**config.mk**
```make
export PLATFORM = sky130hd
export DESIGN_NAME = stim_capture_ctrl
export DESIGN_NICKNAME = d
export VERILOG_FILES = /design/src/rtl/scc_pkg.sv /design/src/rtl/scc_ram.sv /design/src/rtl/scc_datapath.sv /design/src/rtl/scc_seq.sv /design/src/rtl/stim_capture_ctrl.sv
export SDC_FILE = /design/constraint.sdc
export NUM_CORES = 1
export LEC_CHECK = 0
export BUFFER_PORTS_ARGS = -buffer_cell sky130_fd_sc_hd__buf_2
export CAP_MARGIN = 10
export CORE_MARGIN = 2
export CORE_UTILIZATION = 67
export CTS_CLUSTER_DIAMETER = 80
export CTS_CLUSTER_SIZE = 8
export DETAILED_ROUTE_END_ITERATION = 10
export HOLD_SLACK_MARGIN = 0.08
export PLACE_DENSITY = 0.91
export SYNTH_ARGS = -nofsm -noshare
export SYNTH_HDL_FRONTEND = slang
export SYNTH_SLANG_ARGS = --single-unit
```
**constraint.sdc**
```tcl
create_clock -name clk -period 5.11 [get_ports clk]
set_input_delay 1.533 -clock clk [delete_from_list [all_inputs] [get_ports clk]]
set_output_delay 1.533 -clock clk [all_outputs]
set_load 0.005 [all_outputs]
```
**src/rtl/scc_pkg.sv**
```systemverilog
package scc_pkg;
  typedef enum logic [1:0] {
    RG_STIM = 2'd0,
    RG_REF  = 2'd1,
    RG_CAP  = 2'd2,
    RG_REG  = 2'd3
  } region_e;

  localparam logic [1:0] OFF_CTRL = 2'd0;
  localparam logic [1:0] OFF_LEN  = 2'd1;
  localparam logic [1:0] OFF_STAT = 2'd2;
  localparam logic [1:0] OFF_BAD  = 2'd3;
endpackage

```
**src/rtl/scc_ram.sv**
```systemverilog
module scc_ram #(
  parameter int DW = 8,
  parameter int AW = 4
) (
  input  logic          clk,
  input  logic          we,
  input  logic [AW-1:0] waddr,
  input  logic [DW-1:0] wdata,
  input  logic          re,
  input  logic [AW-1:0] raddr,
  output logic [DW-1:0] rdata
);
  localparam int DEPTH = 1 << AW;

  logic [DW-1:0] mem [DEPTH];
  logic [DW-1:0] rdata_q;

  always_ff @(posedge clk) begin
    if (we) mem[waddr] <= wdata;
    if (re) rdata_q <= mem[raddr];
  end

  assign rdata = rdata_q;
endmodule

```
**src/rtl/scc_datapath.sv**
```systemverilog
module scc_datapath #(
  parameter int DW    = 8,
  parameter int LAT   = 3,
  parameter int SCALE = 3
) (
  input  logic          clk,
  input  logic          rst_n,
  input  logic          in_v,
  input  logic [DW-1:0] in_d,
  output logic          out_v,
  output logic [DW-1:0] out_d
);
  localparam int PW = 2 * DW;

  logic [PW-1:0] prod;
  logic          v_q [LAT];
  logic [DW-1:0] d_q [LAT];

  assign prod = PW'(in_d) * PW'(SCALE);

  always_ff @(posedge clk or negedge rst_n) begin
    if (!rst_n) begin
      v_q[0] <= 1'b0;
      d_q[0] <= '0;
    end else begin
      v_q[0] <= in_v;
      if (in_v) d_q[0] <= prod[DW-1:0];
    end
  end

  for (genvar g = 1; g < LAT; g++) begin : g_stage
    always_ff @(posedge clk or negedge rst_n) begin
      if (!rst_n) begin
        v_q[g] <= 1'b0;
        d_q[g] <= '0;
      end else begin
        v_q[g] <= v_q[g-1];
        if (v_q[g-1]) d_q[g] <= d_q[g-1];
      end
    end
  end

  assign out_v = v_q[LAT-1];
  assign out_d = d_q[LAT-1];
endmodule

```
**src/rtl/scc_seq.sv**
```systemverilog
module scc_seq #(
  parameter int DW         = 8,
  parameter int AW         = 4,
  parameter int LW         = 5,
  parameter int TW         = 6,
  parameter int LAT_BUDGET = 8
) (
  input  logic          clk,
  input  logic          rst_n,
  input  logic          start_req,
  input  logic          clr_req,
  input  logic [LW-1:0] len,
  input  logic          out_v,
  input  logic [DW-1:0] out_d,
  input  logic [DW-1:0] ref_q,
  output logic          busy,
  output logic          done,
  output logic          fail,
  output logic          tmo,
  output logic [AW-1:0] bad_idx,
  output logic [LW-1:0] out_cnt,
  output logic          stim_re,
  output logic [AW-1:0] stim_raddr,
  output logic          feed_v,
  output logic          cap_we,
  output logic [AW-1:0] cap_waddr,
  output logic [DW-1:0] cap_wdata,
  output logic          ref_re,
  output logic [AW-1:0] ref_raddr
);
  logic          busy_q, busy_d, done_q, done_d, fail_q, fail_d, tmo_q, tmo_d;
  logic [AW-1:0] bad_q, bad_d;
  logic [LW-1:0] issue_q, issue_d, out_q, out_d_cnt;
  logic [TW-1:0] timer_q, timer_d;
  logic          feed_q, s1_v_q, s1_v_d;
  logic [DW-1:0] s1_d_q, s1_d_d;
  logic [AW-1:0] s1_i_q, s1_i_d;
  logic          rd_go, take, mis, last, expire, go, wipe;

  always_comb begin
    rd_go  = busy_q && (issue_q < len);
    take   = busy_q && out_v && (out_q < len);
    mis    = s1_v_q && (s1_d_q != ref_q);
    last   = busy_q && s1_v_q && (LW'(s1_i_q) == (len - LW'(1)));
    expire = busy_q && !last && (timer_q == (TW'(len) + TW'(LAT_BUDGET)));
    go     = !busy_q && start_req && (len != '0);
    wipe   = !busy_q && clr_req;

    busy_d = busy_q;
    if (go) busy_d = 1'b1;
    if (last || expire) busy_d = 1'b0;

    done_d = done_q;
    if (wipe || go) done_d = 1'b0;
    if (last || expire) done_d = 1'b1;

    fail_d = fail_q;
    bad_d  = bad_q;
    tmo_d  = tmo_q;
    if (wipe) begin
      fail_d = 1'b0;
      bad_d  = '0;
      tmo_d  = 1'b0;
    end
    if (mis) begin
      fail_d = 1'b1;
      if (!fail_q) bad_d = s1_i_q;
    end
    if (expire) tmo_d = 1'b1;

    issue_d = issue_q;
    if (wipe || go) issue_d = '0;
    else if (rd_go) issue_d = issue_q + LW'(1);

    out_d_cnt = out_q;
    if (wipe || go) out_d_cnt = '0;
    else if (take) out_d_cnt = out_q + LW'(1);

    timer_d = timer_q;
    if (go) timer_d = '0;
    else if (busy_q) timer_d = timer_q + TW'(1);

    s1_v_d = take;
    s1_d_d = take ? out_d : s1_d_q;
    s1_i_d = take ? out_q[AW-1:0] : s1_i_q;
  end

  always_ff @(posedge clk or negedge rst_n) begin
    if (!rst_n) begin
      busy_q  <= 1'b0;
      done_q  <= 1'b0;
      fail_q  <= 1'b0;
      tmo_q   <= 1'b0;
      bad_q   <= '0;
      issue_q <= '0;
      out_q   <= '0;
      timer_q <= '0;
      feed_q  <= 1'b0;
      s1_v_q  <= 1'b0;
      s1_d_q  <= '0;
      s1_i_q  <= '0;
    end else begin
      busy_q  <= busy_d;
      done_q  <= done_d;
      fail_q  <= fail_d;
      tmo_q   <= tmo_d;
      bad_q   <= bad_d;
      issue_q <= issue_d;
      out_q   <= out_d_cnt;
      timer_q <= timer_d;
      feed_q  <= rd_go;
      s1_v_q  <= s1_v_d;
      s1_d_q  <= s1_d_d;
      s1_i_q  <= s1_i_d;
    end
  end

  assign busy       = busy_q;
  assign done       = done_q;
  assign fail       = fail_q;
  assign tmo        = tmo_q;
  assign bad_idx    = bad_q;
  assign out_cnt    = out_q;
  assign stim_re    = rd_go;
  assign stim_raddr = issue_q[AW-1:0];
  assign feed_v     = feed_q;
  assign cap_we     = take;
  assign cap_waddr  = out_q[AW-1:0];
  assign cap_wdata  = out_d;
  assign ref_re     = take;
  assign ref_raddr  = out_q[AW-1:0];
endmodule

```
**src/rtl/stim_capture_ctrl.sv**
```systemverilog
module stim_capture_ctrl
  import scc_pkg::*;
#(
  parameter int DW         = 8,
  parameter int AW         = 4,
  parameter int LAT        = 3,
  parameter int SCALE      = 3,
  parameter int LAT_BUDGET = 8
) (
  input  logic            clk,
  input  logic            rst_n,
  input  logic            hst_wr,
  input  logic            hst_rd,
  input  logic [AW+1:0]   hst_addr,
  input  logic [DW-1:0]   hst_wdata,
  output logic [DW-1:0]   hst_rdata,
  output logic            run_done_o,
  output logic            run_pass_o
);
  localparam int DEPTH = 1 << AW;
  localparam int LW    = AW + 1;
  localparam int TW    = $clog2(DEPTH + LAT_BUDGET + 1) + 1;

  logic [1:0]    rst_sync_q;
  logic          rst_sn;
  region_e       hreg;
  logic [1:0]    hoff;
  logic [AW-1:0] hidx;

  logic          busy, done, fail, tmo;
  logic [AW-1:0] bad_idx;
  logic [LW-1:0] out_cnt, len_q, len_d;
  logic          start_req, clr_req, len_we;

  logic          seq_stim_re, seq_ref_re, feed_v, cap_we;
  logic [AW-1:0] seq_stim_addr, seq_ref_addr, cap_waddr;
  logic [DW-1:0] cap_wdata;
  logic [DW-1:0] stim_q, ref_q, cap_q;
  logic          dp_v;
  logic [DW-1:0] dp_d;

  logic          stim_we, stim_re, ref_we, ref_re, cap_re;
  logic [AW-1:0] stim_raddr, ref_raddr;

  region_e       rsel_q, rsel_d;
  logic          blank_q, blank_d;
  logic [DW-1:0] rreg_q, rreg_d, reg_val;

  always_ff @(posedge clk or negedge rst_n) begin
    if (!rst_n) rst_sync_q <= 2'b00;
    else        rst_sync_q <= {rst_sync_q[0], 1'b1};
  end
  assign rst_sn = rst_sync_q[1];

  assign hreg = region_e'(hst_addr[AW+1:AW]);
  assign hoff = hst_addr[1:0];
  assign hidx = hst_addr[AW-1:0];

  always_comb begin
    start_req = hst_wr && (hreg == RG_REG) && (hoff == OFF_CTRL) && hst_wdata[0];
    clr_req   = hst_wr && (hreg == RG_REG) && (hoff == OFF_CTRL) && hst_wdata[1];
    len_we    = hst_wr && (hreg == RG_REG) && (hoff == OFF_LEN) && !busy;
    len_d     = len_q;
    if (len_we) len_d = (hst_wdata > DW'(DEPTH)) ? LW'(DEPTH) : hst_wdata[LW-1:0];
  end

  always_comb begin
    stim_we    = hst_wr && (hreg == RG_STIM) && !busy;
    ref_we     = hst_wr && (hreg == RG_REF) && !busy;
    stim_re    = busy ? seq_stim_re : (hst_rd && (hreg == RG_STIM));
    stim_raddr = busy ? seq_stim_addr : hidx;
    ref_re     = busy ? seq_ref_re : (hst_rd && (hreg == RG_REF));
    ref_raddr  = busy ? seq_ref_addr : hidx;
    cap_re     = !busy && hst_rd && (hreg == RG_CAP);
  end

  always_comb begin
    case (hoff)
      OFF_LEN:  reg_val = DW'(len_q);
      OFF_STAT: reg_val = DW'({tmo, fail, done, busy});
      OFF_BAD:  reg_val = DW'(bad_idx);
      default:  reg_val = '0;
    endcase
    rsel_d  = hst_rd ? hreg : rsel_q;
    blank_d = hst_rd ? busy : blank_q;
    rreg_d  = (hst_rd && (hreg == RG_REG)) ? reg_val : rreg_q;
  end

  always_ff @(posedge clk or negedge rst_sn) begin
    if (!rst_sn) begin
      len_q   <= '0;
      rsel_q  <= RG_REG;
      blank_q <= 1'b0;
      rreg_q  <= '0;
    end else begin
      len_q   <= len_d;
      rsel_q  <= rsel_d;
      blank_q <= blank_d;
      rreg_q  <= rreg_d;
    end
  end

  always_comb begin
    case (rsel_q)
      RG_STIM: hst_rdata = blank_q ? '0 : stim_q;
      RG_REF:  hst_rdata = blank_q ? '0 : ref_q;
      RG_CAP:  hst_rdata = blank_q ? '0 : cap_q;
      default: hst_rdata = rreg_q;
    endcase
  end

  scc_ram #(.DW(DW), .AW(AW)) u_stim (
    .clk(clk), .we(stim_we), .waddr(hidx), .wdata(hst_wdata),
    .re(stim_re), .raddr(stim_raddr), .rdata(stim_q)
  );

  scc_ram #(.DW(DW), .AW(AW)) u_ref (
    .clk(clk), .we(ref_we), .waddr(hidx), .wdata(hst_wdata),
    .re(ref_re), .raddr(ref_raddr), .rdata(ref_q)
  );

  scc_ram #(.DW(DW), .AW(AW)) u_cap (
    .clk(clk), .we(cap_we), .waddr(cap_waddr), .wdata(cap_wdata),
    .re(cap_re), .raddr(hidx), .rdata(cap_q)
  );

  scc_datapath #(.DW(DW), .LAT(LAT), .SCALE(SCALE)) u_dp (
    .clk(clk), .rst_n(rst_sn), .in_v(feed_v), .in_d(stim_q),
    .out_v(dp_v), .out_d(dp_d)
  );

  scc_seq #(.DW(DW), .AW(AW), .LW(LW), .TW(TW), .LAT_BUDGET(LAT_BUDGET)) u_seq (
    .clk(clk), .rst_n(rst_sn), .start_req(start_req), .clr_req(clr_req), .len(len_q),
    .out_v(dp_v), .out_d(dp_d), .ref_q(ref_q),
    .busy(busy), .done(done), .fail(fail), .tmo(tmo), .bad_idx(bad_idx), .out_cnt(out_cnt),
    .stim_re(seq_stim_re), .stim_raddr(seq_stim_addr), .feed_v(feed_v),
    .cap_we(cap_we), .cap_waddr(cap_waddr), .cap_wdata(cap_wdata),
    .ref_re(seq_ref_re), .ref_raddr(seq_ref_addr)
  );

  assign run_done_o = done;
  assign run_pass_o = done && !fail && !tmo;
endmodule

```
### Word level (Yosys, flattened, before mapping)

Memories as Yosys holds them, arrays and structs flattened. A register that Yosys moved wholly into a read port is not among the register bits.
Cells that the tools add are included.

| operators by class | value |
|---|---|
| $add $sub $neg | 5 |
| multipliers | 1 |
| order comparisons | 3 |
| equality and inequality tests | 11 |
| muxes and demuxes | 32 |
| reductions and logical operators | 45 |

Operators by type and width:

| cell | number |
|---|---|
| logical AND 1 bit | 28 |
| 2-to-1 mux 5 bit | 5 |
| 2-to-1 mux 8 bit | 3 |
| case mux 8 bit (3 select lines) | 1 |
| 2-to-1 mux 4 bit | 5 |
| 2-to-1 mux 1 bit | 15 |
| case mux 5 bit (3 select lines) | 1 |
| nonzero test 2 bit | 7 |
| 2-to-1 mux 6 bit | 2 |
| adder 5 x 1 -> 5 bit (second input constant) | 2 |
| == test 2 bit (second input constant) | 5 |
| < comparator 5 bit | 2 |
| > comparator 8 x 5 -> 1 bit (second input constant) | 1 |
| multiplier 8 x 2 -> 8 bit (second input constant) | 1 |
| != test 8 bit | 1 |
| adder 5 x 4 -> 6 bit (second input constant) | 1 |
| adder 6 x 1 -> 6 bit (second input constant) | 1 |
| == test 2 x 1 -> 1 bit (second input constant) | 3 |
| == test 6 bit | 1 |
| zero test 2 bit | 3 |
| == test 4 x 5 -> 1 bit | 1 |
| nonzero test 5 bit | 1 |
| subtractor 5 x 1 -> 5 bit (second input constant) | 1 |
| zero test 1 bit | 4 |
| logical OR 1 bit | 2 |

| word-level totals | value |
|---|---|
| register bits after elaboration | 83 |
| memory bits (writable) | 384 |
| output and inout port bits | 10 |
| word-level logic and storage cells | 123 |
| memories kept | 3 |

Memories:

| name | words | width | rd ports | clocked after memory_dff | wr ports | line | text |
|---|---|---|---|---|---|---|---|
| u_cap.mem | 16 | 8 | 1 | 1 | 1 | scc_ram.sv:15 | `logic [DW-1:0] mem [DEPTH];` |
| u_ref.mem | 16 | 8 | 1 | 1 | 1 | scc_ram.sv:15 |  |
| u_stim.mem | 16 | 8 | 1 | 1 | 1 | scc_ram.sv:15 |  |

### Longest topological paths before layout

Gate-level depths: netlist (run 1).

| logic depth | value |
|---|---|
| depth after elaboration | 9 |
| mapped depth | 9 |

### Hierarchy

Synthesis (run 1) repeated with hierarchy kept, for this count alone.

| unflattened totals | value |
|---|---|
| cell total of the unflattened synthesis | 1131 |
| area, all modules | 20335.8 µm² |

By module, submodules not included:

| module | times used | cells each | area an instance (µm²) |
|---|---|---|---|
| scc_ram | 3 | 229 | 5227.5 |
| scc_seq | 1 | 213 | 2230.9 |
| scc_datapath | 1 | 97 | 1317.5 |
| stim_capture_ctrl | 1 | 134 | 1104.8 |

### Least setup slack after synthesis (run 1)

OpenSTA, ideal clock, no wires.

| timing path | value |
|---|---|
| path type | input-to-reg |
| from | in hst_addr[0] |
| to | reg u_ref.rdata_q[3] (netlist: u_ref.rdata[3]), read port of u_ref.mem, data pin |
| library setup time | 0.259 ns |
| arrival | 3.026 ns |
| slack | 1.825 ns |
| stages on the path | 7 |
| buffers on the path | 2 |
| cell sequence | buf_2 nor2b_4 a21oi_2 buf_4 mux4_2 a22oi_1 nand2_1 |

| between the ends | value |
|---|---|
| longest elaborated chain between the ends | 1 |

Ends and longest elaborated chain:

| what | line | text |
|---|---|---|
| start: declaration | stim_capture_ctrl.sv:14 | `input logic [AW+1:0] hst_addr,` |
| 2-to-1 mux 4 bit | stim_capture_ctrl.sv:73 | `ref_raddr = busy ? seq_ref_addr : hidx;` |
| end: declaration | scc_ram.sv:16 | `logic [DW-1:0] rdata_q;` |

No other way between the ends.
A chain may end at the register's enable or synchronous reset.

### Worst setup path in the final report (run 1)

| timing path | value |
|---|---|
| from | reg u_seq.out_q[2] (netlist: u_seq.out_cnt[2]) |
| to | mem u_cap.mem[4][1], enable pin |

| between the ends | value |
|---|---|
| longest elaborated chain between the ends | 4 |

Ends and longest elaborated chain:

| what | line | text |
|---|---|---|
| start: declaration | scc_seq.sv:33 | `logic [LW-1:0] issue_q, issue_d, out_q, out_d_cnt;` |
| start signal: assignment | scc_seq.sv:109 | `out_q <= out_d_cnt;` |
| < comparator 5 bit | scc_seq.sv:42 | `take = busy_q && out_v && (out_q < len);` |
| logical AND 1 bit | scc_seq.sv:42 |  |
| 2-to-1 mux 1 bit | scc_ram.sv:19 | `if (we) mem[waddr] <= wdata;` |
| 2-to-1 mux 1 bit (implied by the code) | scc_ram.sv:19 |  |
| end: declaration | scc_ram.sv:15 |  |

Several ways; a longest one is shown, not always the timed one.

==> results of run 1 <==
==> where the power goes <==
part	switching [W]	leakage, nW	internal [W]
registers	0.000713	4.66	0.00493
logic	0.00161	2.11	0.00125
clock network	0.00174	0.963	0.00255
==> cell type report <==
class	count	area [sq um]	area share, %
inverters	21	78.83	0.3535
repair buffers	43	255.2	1.145
well taps	384	480.5	2.155
clock buffers	95	1867	8.372
flip-flops and latches	488	14260	63.95
clock inverters	6	152.6	0.6845
multi-input cells	531	5195	23.30
diodes	4	10.01	0.04489
==> flip-flops by register name, indices dropped and copies added (netlist names), 2 cells and up <==
name and flops:
u_stim.rdata 8, u_seq.bad_idx 4, u_seq.timer_q 6, len_q 5, u_dp.v_q 2, u_seq.issue_q 5
u_ref.rdata 8, rsel_q 2, u_stim.mem 128, u_seq.s1_i_q 4, u_seq.s1_d_q 8, u_cap.mem 128
rst_sync_q 2, u_dp.out_d 8, u_ref.mem 128, u_seq.out_cnt 5, u_dp.d_q 16, rreg_q 5
u_cap.rdata 8
==> metrics by stage <==
| stage | hold slack, ns | utilization, % | total power (W) | cell area [sq um] |
|---|---|---|---|---|
| detailed placement | 0.3413 | 70.24 | 0.008225 | 20270 |
| finish | 0.3492 | 77.27 | 0.01280 | 22300 |
| floorplan | 0.3312 | - | 0.007332 | 19730 |
| CTS | 0.3526 | 77.24 | 0.01268 | 22290 |
| global route | 0.3530 | 77.25 | 0.01314 | 22290 |
| global placement | 0.3382 | 70.24 | 0.008014 | 20270 |
==> Yosys cell counts (all sizes together) (3+ instances only) <==
master	count	area share, %
nor2b	11	0.39
inv	21	0.40
nand2	65	1.2
o21ai	26	0.66
o211ai	4	0.15
dfrtp	78	9.9
buf	28	0.84
o31ai	3	0.11
a22oi	36	1.4
clkbuf	17	0.32
mux2i	16	0.81
a31oi	3	0.095
edfxtp	408	62
mux2	38	2.2
nor2	76	1.4
nand4	4	0.13
a211oi	3	0.11
a21oi	17	0.47
nand2b	15	0.48
xnor2	8	0.36
xor2	19	0.84
a22o	7	0.31
a21o	4	0.15
ha	22	1.4
nor3b	3	0.11
nand3	14	0.36
mux4	104	12
nor4	4	0.13
nor3	9	0.23
o21a	4	0.15
==> kinds of logic after synthesis <==
family	synth area share, %
AOI/OAI and AO/OA	3.761
xor gates and xnor gates	1.199
adders and majority gates	1.497
buffers and inverters	1.566
DFF	72.26
muxes	14.85
other	0.01901
and+or+nand+nor	4.851
==> how the worst max path moves through the flow <==
stage / depth (start not counted) / slack, ns / startpoint / endpoint
final: 7 / 0.93 / u_seq.out_cnt[2] / u_cap.mem[4][1]
after floorplan: 7 / 1.83 / hst_addr[0] / u_ref.rdata[3]
after detailed placement: 7 / 1.15 / hst_addr[1] / u_stim.rdata[4]
after global routing: 7 / 0.88 / u_seq.out_cnt[2] / u_cap.mem[4][1]
after CTS: 7 / 1.15 / u_seq.out_cnt[2] / u_cap.mem[4][1]
after global placement: 7 / 1.26 / hst_addr[1] / u_stim.rdata[1]
==> placed cells by master (no fill, tap or decap), types with 16 or more instances in the layout <==
cell	n
buf_4	16
buf_2	27
mux4_2	104
dfrtp_1	77
edfxtp_1	408
mux2_2	38
xor2_1	19
clkbuf_16	71
ha_1	22
nand2_1	65
clkbuf_1	24
inv_1	21
a22oi_1	36
o21ai_0	24
mux2i_1	16
nor2_1	76
==> routing by layer <==
layer  track usage (%)  vias up  part of all wire [%]
li1                  -     4422                     -
met1             45.77     5709                    34
met2             55.69     1100                    48
met3             8.788      280                    12
met4             18.18        0                   6.5
met5                 0        -                     0
==> impl_metrics.tcl, run 1 <==
set metrics [dict create \
    status "complete, no violations" \
    finalCritPeriodShare_pct 81.82 \
    clk_path_buf_depth 3 \
    cts_resized 0 \
    crit_buf_inv 1 \
    holdPathEnd "rst_sync_q[1]" \
    gr-usage-all-layers_pct 35.04 \
    post_cts_buffers 0 \
    timing.fmax_mhz 239.2 \
    synth-seq-cells 488 \
    hold_depth 0 \
    drive_gt1_share_pct 22.97 \
    coreArea_sq_um 28860 \
    critical-path-top-delay-family "simple AND/OR/NAND/NOR gates" \
    yosysSeqAreaShare_pct 72.26 \
    die_y_um 175.6 \
    path_class "reg -> reg" \
    path_clk_slew_ns 0.05 \
    power_density_nw_per_um2 573.8 \
    wire_per_inst_um 32.57 \
    cts_tree "done" \
    gr-total-overflow 0 \
    avgSynthCellArea_sq_um 18.18 \
    end_kind "register" \
    synth_fp_nets 1126 \
    antenna_found_initial 3 \
    place.gp.congestion 0.8679 \
    hold_viol_final 0 \
    placed_cells 1467 \
    hold_class "reg -> reg" \
    start_util_pct 68.37 \
    grt_first_pass_wirelength_um 77650 \
    rows 62 \
    grt_max_degree 79 \
    synthArstFlopShare_pct 16.39 \
    cts-root-buf "clkbuf_16" \
    synth-edff-count 408 \
    cts.sinks 488 \
    die_area_sq_um 30840 \
    final.setup.tns_ns 0 \
    rr_endpoint "u_cap.mem[4][1]" \
    routed_wl_um 51200 \
    setup_viol 0 \
    syn-cell-area_sq_um 19730 \
    num_vias 11511 \
    r2r-start "u_seq.out_cnt[2]" \
    tightest_slew_ns 1.062 \
    p_leak_nw 7.734 \
    place_hpwl_um 27720 \
    drv_cap 0 \
    nFillCells 1346 \
    min_from "rst_sync_q[0]" \
    final_cells 1572 \
    postCtsHoldBufs 0 \
    r2r_setup_slack_ns 0.93 \
    min_period_ns 4.181 \
    synth_flop_cell "edfxtp_1" \
    drc 0 \
    crit_path_start_kind "register" \
    cpPeakStageDelay_ns 0.86 \
    arrival_ns 4.37 \
    final_antenna_net_count 0 \
    max-vdd-ir-drop_v 0.0004801 \
    avgViaCountPerCell 7.323 \
    fin_nets 1196 \
    setup_ws_ns 0.9290 \
    synth_warnings 0 \
    dr.pass1.iters 6 \
    rsz0062_at_grt "no" \
    slew_headroom_pct 28.95 \
    dp_slack_ns 1.150 \
    yosysUniqueCellTypes 48 \
    numCtsBuffers 70 \
    slowest_stage "nor2_1" \
    fin_worst_skew_ns 0.03651 \
    worstPathMaxFanout 13 \
    required_ns 5.30 \
    insertion_delay_ns 0.60 \
    finalMaxSlewViolations 0 \
    drt_first_iter_violations 1596 \
    first_global_vias 11876 \
    port-buffer-count 27 \
    htreeDepth 3 \
    synth_cells 1085 \
    io_pins 28 \
    worst-r2r-cell-count 7 \
    cp_cell_sequence "ha_1 -> a21o_1 -> a31oi_1 -> o21ai_1 -> inv_1 -> nand2_1 -> nor2_1" \
    die-width_um 175.6 \
    syn2layout_area_growth_pct 13.02 \
]
(Power assumes the default switching activity.)
==> run 2: changes to the inputs <==
- ABC_AREA: default -> 1
- CORE_UTILIZATION: 67 -> 57
- PLACE_DENSITY: 0.91 -> 0.83
- clock period: 5.11 -> 3.53 ns (I/O delays scaled with it)
==> impl_metrics.tcl, run 2 <==
set metrics [dict create \
    status "complete, no violations" \
    post_cts_buffers 0 \
    final_core_util_pct 65.24 \
    max-vdd-ir-drop_v 0.0005520 \
    finalCritPeriodShare_pct 98.30 \
    arrival_ns 2.41 \
    syn-cell-area_sq_um 21430 \
    p_leak_nw 9.959 \
    required_ns 2.47 \
    cts_resized 0 \
    place.gp.congestion 0.9313 \
    synth-edff-count 408 \
    end_kind "output pin" \
    hold_viol_final 0 \
    wire_per_inst_um 21.58 \
    synth_flop_cell "edfxtp_1" \
    dr.pass1.iters 6 \
    drv_cap 0 \
    synthArstFlopShare_pct 16.39 \
    routed_wl_um 56380 \
    final_cell_mix "503 x nand2_1, 408 x edfxtp_1, 383 x nand3_1, 220 x inv_1, 82 x buf_4" \
    final_area_sq_um 24340 \
    fin_nets 2149 \
    postCtsHoldBufs 0 \
    gr-usage-all-layers_pct 29.29 \
    path_class "reg -> out" \
    fin_worst_skew_ns 0.02419 \
    port-buffer-count 27 \
    num_vias 15825 \
    final.setup.tns_ns 0 \
    tightest_slew_ns 1.025 \
    io_pins 28 \
    die_area_sq_um 39170 \
    place_hpwl_um 34940 \
    synth_cells 2016 \
    top_regs "u_cap.mem: 128 flops, u_ref.mem: 128 flops, u_stim.mem: 128 flops" \
    place_area_sq_um 22380 \
    finalMaxSlewViolations 0 \
    avgViaCountPerCell 6.059 \
    cts.sinks 488 \
    power_density_nw_per_um2 777.4 \
    grt_max_degree 79 \
    syn2layout_area_growth_pct 13.58 \
    cts-root-buf "clkbuf_16" \
    die-width_um 197.9 \
    cts_tree "done" \
    die_y_um 197.9 \
    antenna_found_initial 3 \
    synth_top_area_cell "edfxtp_1" \
    final_common_cell "nand2_1" \
    crit_path_start_kind "register" \
    timing.fmax_mhz 288.2 \
    coreArea_sq_um 37310 \
    synth_commonest_cells "505 x nand2_1, 408 x edfxtp_1, 383 x nand3_1, 220 x inv_1, 78 x dfrtp_1" \
    synth.top_cell.area_share_pct 57.17 \
    clk_path_buf_depth 3 \
    p_total_w 0.01892 \
    synth_area_leaders "edfxtp_1 57%, dfrtp_1 9.1%, nand3_1 8.9%, nand2_1 8.8%, inv_1 3.9%" \
    drc 0 \
    htreeDepth 3 \
    drt_first_iter_violations 2020 \
    start_util_pct 57.44 \
    first_global_vias 15262 \
    drive_gt1_share_pct 10.39 \
    slew_headroom_pct 31.69 \
    min_period_ns 3.470 \
    insertion_delay_ns 0.60 \
    yosysSeqAreaShare_pct 66.52 \
    synth_warnings 0 \
    yosysMostFrequentCell "nand2_1" \
    path_clk_slew_ns 0.05 \
    worstPathMaxFanout 8 \
    synth-seq-cells 488 \
    gr-total-overflow 0 \
    rsz0062_at_grt "no" \
    yosysUniqueCellTypes 43 \
    rows 71 \
    numCtsBuffers 70 \
    grt_first_pass_wirelength_um 85860 \
    setup_viol 0 \
    hold_class "in -> async" \
    final_antenna_net_count 0 \
    synth_fp_nets 2057 \
    avgSynthCellArea_sq_um 10.63 \
]
==> run 2: logic make-up after synthesis <==
kind of cell | count (synthesis) | synth area share, %
and+or+nand+nor | 1073 | 22.54
DFF | 488 | 66.52
buffers and inverters | 321 | 6.136
AOI/OAI and AO/OA | 85 | 2.341
adders and majority gates | 23 | 1.378
xor gates and xnor gates | 21 | 0.8582
muxes | 4 | 0.2102
other | 1 | 0.01750
==> run 2: critical path, stage by stage (launching register included) <==
cell	delay (ns)
dfstp_2	0.54
inv_1	0.06
nor2_1	0.35
nand2_1	0.16
a31oi_1	0.48
buf_2	0.22
==> run 2: metal layers <==
layer	track usage [%]	wire length, um	vias up
li1	-	-	7071
met1	38.18	20710	7481
met2	45.77	26400	1074
met3	6.626	6349	199
met4	16.49	2917	0
met5	0	0	-
==> run 2: through the flow <==
stage / instances / worst slack (ns) / hold WS (ns)
finish: 2612 / 0.05993 / 0.2642
CTS: 2610 / 0.1720 / 0.2473
floorplan: 2016 / 0.6888 / 0.3312
detailed placement: 2510 / 0.6421 / 0.3555
global route: 2612 / 0.01501 / 0.2524
global placement: 2510 / 0.6667 / 0.3383
==> run 2: worst paths after layout <==
| kind | start | end | slack (ns) | cells past startpoint |
|---|---|---|---|---|
| min in group clk | rst_sync_q[0] | rst_sync_q[1] | 0.36 | 0 |
| worst min-delay path | rst_n | rst_sync_q[1] | 0.26 | 1 |
| worst max-delay path | rsel_q[1] | hst_rdata[7] | 0.06 | 5 |
| worst max register to register | len_q[3] | u_cap.mem[3][4] | 0.95 | 10 |
| worst min register to register | rst_sync_q[0] | rst_sync_q[1] | 0.36 | 0 |
| max in group asynchronous | rst_sync_q[1] | u_seq.timer_q[0] | 2.36 | 0 |
==> run 2: layout make-up <==
cell class / instances / area [sq um]
repair buffers: 111 / 790.8
diodes: 2 / 5.005
inverters: 230 / 865.8
multi-input cells: 1207 / 5871
clock inverters: 3 / 41.29
fillers: 2691 / 12970
well taps: 474 / 593.1
clock buffers: 97 / 1917
flip-flops and latches: 488 / 14260
==> run 2: power by group <==
group	total (W)	switching, W	leakage (nW)	internal, W
Combinational	0.00497	0.00339	4.33	0.00158
Clock	0.00608	0.00236	0.946	0.00372
Sequential	0.00788	0.000793	4.69	0.00709
Total	0.0189	0.00654	9.96	0.0124
==> run 3: changes to the inputs <==
- ABC_AREA: 1 -> 0
- CORE_UTILIZATION: 57 -> 56
- PLACE_DENSITY: 0.83 -> 0.82
==> impl_metrics.tcl, run 3 (same netlist as run 1, synthesis figures left out) <==
set metrics [dict create \
    required_ns 2.47 \
    worstPathMaxFanout 16 \
    met2_length_um 23480 \
    setup_ws_ns 0.2612 \
    finalMaxSlewViolations 0 \
    met3_length_um 3716 \
    antenna_found_initial 0 \
    setup_viol 0 \
    finalCritPeriodShare_pct 92.60 \
    r2r-start "u_seq.busy" \
    hold_class "in -> async" \
    hold_viol_final 0 \
    clk_path_buf_depth 3 \
    numCtsBuffers 70 \
    arrival_ns 2.21 \
    die_y_um 191.7 \
    rsz0062_at_grt "no" \
    status "complete, no violations" \
    r2r_setup_slack_ns 0.65 \
    io_pins 28 \
    dr.pass1.iters 5 \
    grt_max_degree 79 \
    crit_path_start_kind "register" \
    tightest_slew_ns 1.036 \
    gr-total-overflow 0 \
    port-buffer-count 27 \
    insertion_delay_ns 0.58 \
    seqPwrFrac_pct 44.6 \
    final_common_cell "edfxtp_1" \
    drive_gt1_share_pct 25.62 \
    slew_headroom_pct 30.93 \
    cts.sinks 488 \
    slowest_stage "dfstp_2" \
    routed_wl_um 45970 \
    syn2layout_area_growth_pct 15.05 \
    num_vias 10809 \
    p_total_w 0.01801 \
    end_kind "output pin" \
    cp_cell_sequence "nor2_1 -> a22o_1 -> nand2_1 -> o21ai_0 -> buf_2" \
    insertedDiodeCount 0 \
    sw_frac_of_total_pct 29.76 \
    post_cts_buffers 0 \
    place_hpwl_um 28090 \
    cts_resized 0 \
    drv_cap 0 \
    final.setup.tns_ns 0 \
    final_cell_mix "408 x edfxtp_1, 104 x mux4_2, 77 x dfrtp_1, 76 x nor2_1, 70 x clkbuf_16" \
    place.gp.congestion 0.8621 \
    worst-r2r-cell-count 5 \
    fin_nets 1244 \
    crit_buf_inv 1 \
    top_layer "met4" \
    power_density_nw_per_um2 793.4 \
    drc 0 \
    start_util_pct 56.98 \
    rows 68 \
    rr_endpoint "u_stim.mem[15][1]" \
    path_class "reg -> out" \
    max-vdd-ir-drop_v 0.0005328 \
    cts_tree "done" \
    coreArea_sq_um 34630 \
    wire_per_inst_um 27.04 \
    fin_worst_skew_ns 0.02156 \
    htreeDepth 3 \
    die_area_sq_um 36750 \
    final_antenna_net_count 0 \
    top_regs "u_cap.mem: 128 flops, u_ref.mem: 128 flops, u_stim.mem: 128 flops" \
    timing.fmax_mhz 305.9 \
    gr-usage-all-layers_pct 26.14 \
    critical-path-top-delay-family "flip-flops" \
    comb_power_share_pct 21.9 \
    p_int_w 0.01265 \
    cts-root-buf "clkbuf_16" \
    hold_slack_ns 0.2666 \
    die-width_um 191.7 \
    grt_first_pass_wirelength_um 69530 \
    dp_slack_ns 0.2545 \
    postCtsHoldBufs 0 \
    power_frac_clock_pct 33.4 \
    avgViaCountPerCell 6.358 \
    p_switching_w 0.005359 \
    cpPeakStageDelay_ns 0.77 \
    path_clk_slew_ns 0.05 \
    min_period_ns 3.269 \
    wl_met1_um 17530 \
    first_global_vias 11187 \
    p_leak_nw 7.970 \
    drt_first_iter_violations 1001 \
]
## run 3: worst max path at each step
stage               slack, ns  depth (start not counted)   startpoint              to
floorplan                0.72                          7  hst_addr[0]  u_ref.rdata[3]
global placement         0.32                          7  hst_addr[1]  u_ref.rdata[4]
detailed placement       0.25                          7  hst_addr[1]  u_ref.rdata[5]
CTS                      0.29                          5    rsel_q[0]    hst_rdata[3]
global route             0.18                          5    rsel_q[0]    hst_rdata[2]
finish                   0.26                          5    rsel_q[0]    hst_rdata[1]
## run 3: metal layers
layer	global-route usage, %	up-vias
met5	0	-
met4	9.290	0
met3	4.531	100
met2	43.56	580
met1	35.11	5607
li1	-	4522
## run 3: power groups by stage
stage	clock (W)	combinational, W	sequential (W)
floorplan	0	0.00297	0.00764
global placement	0	0.00373	0.00806
detailed placement	0	0.00388	0.00811
CTS	0.00608	0.00395	0.00802
global route	0.00630	0.00426	0.00811
finish	0.00602	0.00395	0.00804
## run 3: area by class of cell
cell class,instances,area [sq um]
clock buffers,109,1898
multi-input cells,531,5201
flip-flops and latches,488,14260
repair buffers,91,640.6
inverters,21,78.83
clock inverters,5,51.30
fillers,2159,11930
well taps,455,569.3
## run 3: per-stage QoR
step	cell area [sq um]	util [%]	cells
finish	22700	65.55	1700
global route	22700	65.55	1700
CTS	22700	65.55	1700
detailed placement	20750	59.92	1586
global placement	20740	59.90	1586
floorplan	19730	-	1085
